[src/rtl/tt_pkg.sv]
package tt_pkg;
   localparam int ENTRY_W  = 18;
   localparam int VEC_W    = 8;
   localparam int MASK_BIT = 16;
   localparam int MODE_BIT = 17;
   localparam logic [ENTRY_W-1:0] ENTRY_RST = 18'h1_0000;

   typedef enum logic {
      MODE_ONESHOT  = 1'b0,
      MODE_PERIODIC = 1'b1
   } tmode_e;

   typedef struct packed {
      logic             masked;
      tmode_e           mode;
      logic [VEC_W-1:0] vec;
   } tcfg_t;
endpackage

[src/rtl/tt_cfg_regs.sv]
module tt_cfg_regs
   import tt_pkg::*;
#(
   parameter int SHIFT_W = 3
) (
   input  logic               clk,
   input  logic               rst_n,
   input  logic               entry_wr,
   input  logic [ENTRY_W-1:0] entry_val,
   input  logic               shift_wr,
   input  logic [SHIFT_W-1:0] shift_val,
   output tcfg_t              cfg,
   output logic [SHIFT_W-1:0] shift
);
   logic [7:0] unused_rsvd;
   assign unused_rsvd = entry_val[15:8];

   always_ff @(posedge clk) begin
      if (!rst_n) begin
         cfg.masked <= ENTRY_RST[MASK_BIT];
         cfg.mode   <= tmode_e'(ENTRY_RST[MODE_BIT]);
         cfg.vec    <= ENTRY_RST[VEC_W-1:0];
      end else if (entry_wr) begin
         cfg.masked <= entry_val[MASK_BIT];
         cfg.mode   <= tmode_e'(entry_val[MODE_BIT]);
         cfg.vec    <= entry_val[VEC_W-1:0];
      end
   end

   always_ff @(posedge clk) begin
      if (!rst_n)        shift <= '0;
      else if (shift_wr) shift <= shift_val;
   end
endmodule

[src/rtl/tt_prescaler.sv]
module tt_prescaler #(
   parameter int SHIFT_W = 3
) (
   input  logic               clk,
   input  logic               rst_n,
   input  logic               restart,
   input  logic               tick,
   input  logic [SHIFT_W-1:0] shift,
   output logic               step
);
   localparam int PRE_W = (1 << SHIFT_W) - 1;

   logic [PRE_W-1:0] pre_q;
   logic [PRE_W-1:0] low_mask;

   for (genvar b = 0; b < PRE_W; b++) begin : g_mask
      assign low_mask[b] = (int'(shift) > b);
   end

   assign step = tick && !restart && ((pre_q & low_mask) == low_mask);

   always_ff @(posedge clk) begin
      if (!rst_n || restart) pre_q <= '0;
      else if (tick)         pre_q <= pre_q + 1'b1;
   end
endmodule

[src/rtl/tt_period_counter.sv]
module tt_period_counter
   import tt_pkg::*;
#(
   parameter int CNT_W = 16
) (
   input  logic             clk,
   input  logic             rst_n,
   input  logic             load,
   input  logic [CNT_W-1:0] load_val,
   input  logic             step,
   input  tmode_e           mode,
   output logic [CNT_W-1:0] init_q,
   output logic [CNT_W-1:0] remain,
   output logic             fire
);
   logic [CNT_W-1:0] phase_q;
   logic             at_end;
   logic             will_end;

   assign at_end   = (phase_q == init_q);
   assign will_end = (phase_q + 1'b1 == init_q);
   assign remain   = init_q - phase_q;

   always_comb begin
      fire = 1'b0;
      if (step && init_q != '0) begin
         if (mode == MODE_PERIODIC) fire = at_end;
         else                       fire = !at_end && will_end;
      end
   end

   always_ff @(posedge clk) begin
      if (!rst_n) begin
         init_q  <= '0;
         phase_q <= '0;
      end else if (load) begin
         init_q  <= load_val;
         phase_q <= '0;
      end else if (step && init_q != '0) begin
         if (mode == MODE_PERIODIC) phase_q <= at_end ? '0 : phase_q + 1'b1;
         else if (!at_end)          phase_q <= phase_q + 1'b1;
      end
   end
endmodule

[src/rtl/tick_timer.sv]
module tick_timer
   import tt_pkg::*;
#(
   parameter int CNT_W   = 16,
   parameter int SHIFT_W = 3
) (
   input  logic               clk,
   input  logic               rst_n,
   input  logic               tick_i,
   input  logic               init_wr_i,
   input  logic [CNT_W-1:0]   init_val_i,
   input  logic               shift_wr_i,
   input  logic [SHIFT_W-1:0] shift_val_i,
   input  logic               entry_wr_i,
   input  logic [ENTRY_W-1:0] entry_val_i,
   output logic [CNT_W-1:0]   cur_count_o,
   output logic               irq_o,
   output logic [VEC_W-1:0]   irq_vec_o
);
   if (CNT_W < 2 || CNT_W > 32) begin : g_bad_cnt
      $error("tick_timer: CNT_W out of range");
   end
   if (SHIFT_W < 1 || SHIFT_W > 4) begin : g_bad_shift
      $error("tick_timer: SHIFT_W out of range");
   end

   tcfg_t              cfg;
   logic [SHIFT_W-1:0] shift;
   logic               step;
   logic               fire;
   logic [CNT_W-1:0]   init_q;
   logic               mask_q;
   logic               irq_q;
   logic [VEC_W-1:0]   vec_q;

   tt_cfg_regs #(.SHIFT_W(SHIFT_W)) u_cfg (
      .clk(clk), .rst_n(rst_n),
      .entry_wr(entry_wr_i), .entry_val(entry_val_i),
      .shift_wr(shift_wr_i), .shift_val(shift_val_i),
      .cfg(cfg), .shift(shift)
   );

   tt_prescaler #(.SHIFT_W(SHIFT_W)) u_pre (
      .clk(clk), .rst_n(rst_n), .restart(init_wr_i),
      .tick(tick_i), .shift(shift), .step(step)
   );

   tt_period_counter #(.CNT_W(CNT_W)) u_cnt (
      .clk(clk), .rst_n(rst_n),
      .load(init_wr_i), .load_val(init_val_i),
      .step(step), .mode(cfg.mode),
      .init_q(init_q), .remain(cur_count_o), .fire(fire)
   );

   assign mask_q = cfg.masked;

   always_ff @(posedge clk) begin
      if (!rst_n) begin
         irq_q <= 1'b0;
         vec_q <= '0;
      end else begin
         irq_q <= fire && !mask_q;
         if (fire && !mask_q) vec_q <= cfg.vec;
      end
   end

   assign irq_o     = irq_q;
   assign irq_vec_o = vec_q;
endmodule

[config.mk]
export PLATFORM = sky130hd
export DESIGN_NAME = tick_timer
export DESIGN_NICKNAME = d
export VERILOG_FILES = /design/src/rtl/tt_pkg.sv /design/src/rtl/tt_cfg_regs.sv /design/src/rtl/tt_prescaler.sv /design/src/rtl/tt_period_counter.sv /design/src/rtl/tick_timer.sv
export SDC_FILE = /design/constraint.sdc
export NUM_CORES = 1
export LEC_CHECK = 0
export ABC_AREA = 1
export BUFFER_PORTS_ARGS = -buffer_cell sky130_fd_sc_hd__buf_2
export CAP_MARGIN = 10
export CORE_MARGIN = 5
export CORE_UTILIZATION = 30
export DETAILED_ROUTE_END_ITERATION = 8
export SYNTH_ARGS = -nofsm -noshare
export SYNTH_HDL_FRONTEND = slang
export SYNTH_SLANG_ARGS = --single-unit
[constraint.sdc]
create_clock -name clk -period 3.2 [get_ports clk]
set_clock_uncertainty 0.15 [all_clocks]
set_input_delay 0 -clock clk [delete_from_list [all_inputs] [get_ports clk]]
set_output_delay 0 -clock clk [all_outputs]
set_load 0.01 [all_outputs]
==> summary.txt, run 1 <==
Cells and area
  – Most frequent cells in the layout: nand2_1 (110), a21oi_1 (63), inv_1 (61), dfxtp_1 (61)
  – Nets: 726
  – Layout cells sized above 1: 0.161
  – Commonest non-fill, non-tap cell in the layout: nand2_1
  – Fin cells: 838
  – Post-route cell area: 0.00505 mm^2
  – Diode count: 0
  – Layout Utilization: 0.417
  – Area grow syn2layout: 35.6%

Placed design
  – GPL Wtd Cong: 0.928
  – Port-buffer cells: 59
  – Post-DP Area: 0.00420 mm^2
  – HPWL Detailed: 8140 um
  – Placed insts: 763

Critical path
  – Crit-path slowest cell: fa_1
  – Critical Path RT: 3.05 ns
  – WP buf/inv: 3
  – Crit Path Max Fanout: 9
  – Critical path's largest stage delay: 0.41 ns
  – Setup Crit Path Kind: reg -> out
  – WP depth: 10
  – CP arrival: 2.75 ns
  – Crit path launch type: flip-flop
  – Top delay family on crit path: compound AO/OA/AOI/OAI gates
  – CP Capture Type: output pin
  – Crit path cell chain: buf_4 -> ha_1 -> fa_1 -> o21ai_0 -> a21oi_1 -> inv_1 -> a21oi_1 -> o21ai_0 -> xor2_1 -> buf_2
  – Worst reg2reg path depth: 11

Power and ir drop
  – Power Density: 414 mW/mm^2
  – Sw Share: 0.286
  – VDD IR-drop max: 265 uV
  – Gate power share: 0.192
  – Static Leak: 2.08 nW
  – Overall power: 2.09 mW
  – Switching pwr: 599 uW
  – Clock power share: 0.419
  – Int Power: 1.49 mW
  – Reg power frac: 0.389

Synthesis
  – Post-synth top area cell: dfxtp_1
  – Yosys top cell area share: 0.328
  – Mapped Cells: 545
  – Ranking of synthesized cells by area: dfxtp_1 (33%), nand2_1 (11%), a21oi_1 (8.5%), nand3_1 (7.9%), inv_1 (6.1%)
  – Synth Warn #: 0
  – Avg Cell Area, Syn: 6.84 um^2
  – Seq/Total Area, Yosys: 0.328
  – Synthesis-stage register bit count: 61
  – Syn_nets: 606
  – Yosys cell types: 37
  – Mapped cell area: 0.00373 mm^2

Detailed routing
  – Antenna Violating Nets Remaining: 0
  – Detailed Route Iter0 Violations: 289
  – Drt total wl: 11300 um
  – Vias/cell: 4.85
  – Remaining DRCs: 0
  – Total number of vias: 4064
  – DR WL/cell: 13.5 um
  – Detailed Routing Iterations Pass 1: 5

Timing
  – RSZ-0062 raised after global routing: no
  – Min Tclk post-route: 2.90 ns
  – Worst-margin pin slew: 0.886 ns
  – Max-slew violations: 0
  – Period utilization: 0.906
  – Fmax: 0.345 GHz
  – Relative slew slack: 0.409
  – Setup TNS Final: 0 ns
  – Final-report hold violation count: 0
  – Setup violations, final: 0

CTS
  – H-tree levels: 3
  – CTS tree: built
  – Clock Root Buffer: clkbuf_16
  – CTS Sinks: 61
  – CTS buffer count: 9
  – Clk slew on worst S/H paths: 0.06 ns
  – Worst skew pair latency: 0.32 ns
  – Clk buf depth: 2

Global routing
  – Largest net degree at the start of global routing: 39
  – GR peak layer: met2
  – M2 GR Usage: 0.251
  – Vias in the first global route: 3971
  – Overflow after GRT: 0
  – GRT met1 Usage: 0.203
  – GR Util met3: 0.0364
  – Wire length of the first global-routing pass: 18600 um
  – GR Util All Layers: 0.155
  – Initial antenna violation count: 0

Floorplan
  – Area of the die: 0.0148 mm^2
  – Die Span X: 121 um
  – CORE AREA: 0.0121 mm^2
  – Die height: 121 um
  – I/O Pins: 68
  – Initial Util: 0.308
  – Rows: 40

Min path
  – WHS Path Cells: 4
  – Worst Hold Class: in -> reg

Run
  – Max_cap viols: 0

Status
  – Status: finished clean
-- per-layer routing --
layer,up-vias,part of all wire
met5,-,0
met4,0,0.018
met3,21,0.077
met2,157,0.45
met1,1827,0.46
li1,2059,-
-- cells in the mapped netlist, drive strengths merged --
| cell | number |
|---|---|
| buf | 5 |
| xnor3 | 1 |
| a21o | 1 |
| clkbuf | 9 |
| nor4 | 4 |
| nor4b | 1 |
| ha | 17 |
| clkinv | 1 |
| nor3b | 1 |
| nand2 | 116 |
| nor3 | 8 |
| nand4 | 10 |
| fa | 1 |
| dfxtp | 61 |
| xnor2 | 7 |
| xor2 | 10 |
| nand3 | 59 |
| o31ai | 1 |
| o22ai | 1 |
| a21oi | 71 |
| o21ai | 45 |
| a22o | 1 |
| a21boi | 1 |
| a31oi | 1 |
| nor2 | 50 |
| inv | 62 |
-- power groups by stage --
stage | clock (mW) | sequential (mW) | combinational (mW)
final | 0.876 | 0.814 | 0.403
after global routing | 0.924 | 0.817 | 0.453
after CTS | 0.893 | 0.813 | 0.397
after detailed placement | 0 | 0.829 | 0.335
after global placement | 0 | 0.828 | 0.329
after floorplan | 0 | 0.819 | 0.224
-- cell families (layout without fill, tap and decap cells) --
| family | after synthesis | in the layout | synth area share |
|---|---|---|---|
| AOI/OAI and AO/OA | 122 | 122 | 0.177 |
| and+or+nand+nor | 249 | 249 | 0.305 |
| buffers and inverters | 77 | 202 | 0.0826 |
| DFF | 61 | 61 | 0.328 |
| xor gates and xnor gates | 18 | 18 | 0.0460 |
| adders and majority gates | 18 | 18 | 0.0624 |
-- layout make-up --
| cell class | instances | area (um^2) |
|---|---|---|
| Clock buffer | 9 | 225 |
| Clock inverter | 7 | 42.5 |
| Fill cell | 1248 | 7060 |
| Inverter | 63 | 236 |
| Multi-Input combinational cell | 407 | 2200 |
| Sequential cell | 61 | 1220 |
| Tap cell | 168 | 210 |
| Timing Repair Buffer | 123 | 921 |
-- sequential cells by signal, indices dropped and copies added, names as in the netlist --
name,flops
irq_o,1
irq_vec_o,8
u_cfg.cfg,10
u_cfg.shift,3
u_cnt.init_q,16
u_cnt.phase_q,16
u_pre.pre_q,7
-- tightest hold or removal path, stage by stage --
cell and delay (ns):
buf_2 0.18, nor2_1 0.15, nand2_1 0.09, nor2_1 0.03
-- worst paths after layout --
kind	start	to	slack, ns
setup / recovery	u_cnt.phase_q[0]	cur_count_o[14]	0.30
setup reg to reg	u_cnt.phase_q[6]	u_cnt.phase_q[10]	0.44
hold / removal	init_wr_i	u_pre.pre_q[2]	0.03
hold reg to reg	u_cnt.phase_q[14]	u_cnt.phase_q[14]	0.33
-- repair_timing --
item,4_1_cts,5_1_grt
hold buffers,58,0
setup endpoints to repair,0,1
endpoints found under the hold margin,34,0
resized for setup,0,0
setup buffers,0,1
-- stage by stage --
| step | hold WS [ns] | setup slack [ns] |
|---|---|---|
| finish | 0.0251 | 0.300 |
| global route | 0.0588 | 0.00505 |
| CTS | 0.0252 | 0.318 |
| detailed placement | 0.0831 | 0.440 |
| global placement | 0.0754 | 0.529 |
| floorplan | -0.0279 | 0.963 |
No activity file was read; power rests on OpenSTA's default activity.
==> inputs of run 2 (changes only) <==
--- a/config.mk
+++ b/config.mk
@@ -8,3 +8,2 @@
 export ABC_AREA = 1
-export BUFFER_PORTS_ARGS = -buffer_cell sky130_fd_sc_hd__buf_2
 export CAP_MARGIN = 10
@@ -13,2 +12,3 @@
 export DETAILED_ROUTE_END_ITERATION = 8
+export DONT_BUFFER_PORTS = 1
 export SYNTH_ARGS = -nofsm -noshare
==> constraint.sdc (replaced) <==
create_clock -name clk -period 3.2 [get_ports clk]
set_clock_uncertainty 0.15 [all_clocks]
set_input_delay 0.16 -clock clk [delete_from_list [all_inputs] [get_ports clk]]
set_output_delay 0.16 -clock clk [all_outputs]
set_load 0.01 [all_outputs]
==> run 2 against run 1 <==
First-iteration DRC count shrank 3.8%. Via count shrank 5.9%. Register-to-register slack lost 0.02 ns. Largest cell class unchanged. Largest power group unchanged. Highest routed layer unchanged.
==> summary.txt, run 2 (synthesized netlist as in run 1, its figures left out) <==
Critical path
  – Crit path launch type: flip-flop
  – Crit path cell chain: inv_1 -> ha_1 -> a21oi_1 -> o21ai_1 -> a21oi_1 -> o21ai_2 -> a21boi_0 -> o21ai_1 -> nand3_1 -> nand3_1 -> nand2_1
  – Crit-path slowest cell: dfxtp_1
  – CP Capture Type: output pin
  – Setup Crit Path Kind: reg -> out
  – Critical Path RT: 2.89 ns
  – CP arrival: 2.61 ns
  – Critical path's largest stage delay: 0.47 ns
  – Crit Path Max Fanout: 7

Placed design
  – HPWL Detailed: 7910 um
  – GPL Wtd Cong: 0.974
  – Port-buffer cells: 0
  – Post-DP Area: 0.00392 mm^2

CTS
  – Number of setup buffers added after CTS: 0
  – Clk buf depth: 2
  – H-tree levels: 3
  – CTS buffer count: 9
  – CTS tree: built
  – Clock Root Buffer: clkbuf_16
  – Worst skew pair latency: 0.33 ns
  – CTS Sinks: 61
  – Clk slew on worst S/H paths: 0.06 ns

Cells and area
  – Fillers: 1290
  – Largest registers: u_cnt.init_q x16, u_cnt.phase_q x16, u_cfg.cfg x10
  – Layout cells sized above 1: 0.0851
  – Register area: 0.00122 mm^2
  – Post-route cell area: 0.00472 mm^2
  – Diode count: 0
  – Multi-input logic area: 0.00220 mm^2
  – Commonest non-fill, non-tap cell in the layout: nand2_1
  – Most frequent cells in the layout: nand2_1 (110), a21oi_1 (63), inv_1 (61), dfxtp_1 (61), nand3_1 (59)
  – Area grow syn2layout: 26.7%
  – Nets: 655

Timing
  – Period utilization: 0.913
  – Setup TNS Final: 0 ns
  – Setup violations, final: 0
  – Min Tclk post-route: 2.92 ns
  – Final-report hold violation count: 0
  – Relative slew slack: 0.235
  – RSZ-0062 raised after global routing: no
  – Hold Slack: 0.00629 ns
  – Max-slew violations: 0
  – Fmax: 0.342 GHz
  – Worst-margin pin slew: 1.14 ns

Status
  – Status: finished clean

Detailed routing
  – Detailed Route Iter0 Violations: 278
  – Total number of vias: 3826
  – Vias/cell: 4.99
  – Drt total wl: 10800 um
  – Antenna Violating Nets Remaining: 0
  – Remaining DRCs: 0
  – DR WL/cell: 14.1 um
  – Detailed Routing Iterations Pass 1: 5

Floorplan
  – Die Span X: 121 um
  – Initial Util: 0.308
  – CORE AREA: 0.0121 mm^2
  – Area of the die: 0.0148 mm^2
  – Rows: 40
  – I/O Pins: 68
  – Die height: 121 um

Power and ir drop
  – Power Density: 482 mW/mm^2
  – VDD IR-drop max: 330 uV
  – Static Leak: 1.82 nW

Global routing
  – Vias in the first global route: 3815
  – GR Util All Layers: 0.153
  – Largest net degree at the start of global routing: 39
  – Wire length of the first global-routing pass: 18100 um
  – Initial antenna violation count: 0
  – Overflow after GRT: 0

Run
  – Max_cap viols: 0

Min path
  – Worst Hold Class: in -> reg
-- run 2: worst max-delay path, delay by kind of cell (launching register included) --
family	cells	cell delay, ns
AO/OA/AOI/OAI	6	1.05
flip-flops	1	0.47
adder cells (fa/ha/maj)	1	0.34
AND/OR/NAND/NOR	3	0.32
buffers and inverters	1	0.10
-- run 2: timing repair --
action | 4_1_cts | 5_1_grt
gates resized for setup | 0 | 2
hold endpoints to repair | 44 | 0
hold buffers | 45 | 0
setup endpoints to repair | 0 | 2
-- run 2: report_power, final --
part	internal [mW]	leakage, nW	switching, mW
clock network	0.780	0.165	0.349
registers	0.788	0.499	0.0264
logic	0.136	1.16	0.197
total	1.70	1.82	0.572
-- run 2: final timing paths --
path / startpoint / endpoint / slack, ns / cells past startpoint
max: u_cnt.phase_q[2] / cur_count_o[13] / 0.28 / 11
min: entry_wr_i / u_cfg.cfg[5] / 0.006 / 2
max reg2reg: u_cnt.phase_q[3] / irq_vec_o[3] / 0.42 / 13
min reg2reg: u_cfg.cfg[5] / u_cfg.cfg[5] / 0.32 / 2
-- run 2: layout make-up --
cell class / instances / share of cell area
Clock buffer: 10 / 0.0506
Clock inverter: 6 / 0.0233
Inverter: 63 / 0.0501
Multi-Input combinational cell: 407 / 0.466
Sequential cell: 61 / 0.259
Tap cell: 168 / 0.0445
Timing Repair Buffer: 52 / 0.107
-- run 2: per-stage QoR --
step                      worst slack (ns)  utilization  instances  total power [mW]
final                                0.279        0.390        767              2.28
after global routing                0.0759        0.390        767              2.38
after CTS                            0.184        0.390        767              2.29
after detailed placement             0.500        0.324        706              1.10
after global placement               0.553        0.324        706              1.10
after floorplan                      0.876            -        545              1.04
-- run 2: per-layer routing --
layer,share of wire,GRT usage,routed length (um)
met1,0.44,0.194,4710
met2,0.45,0.248,4860
met3,0.10,0.0480,1140
met4,0.011,0.0441,115
met5,0,0,0
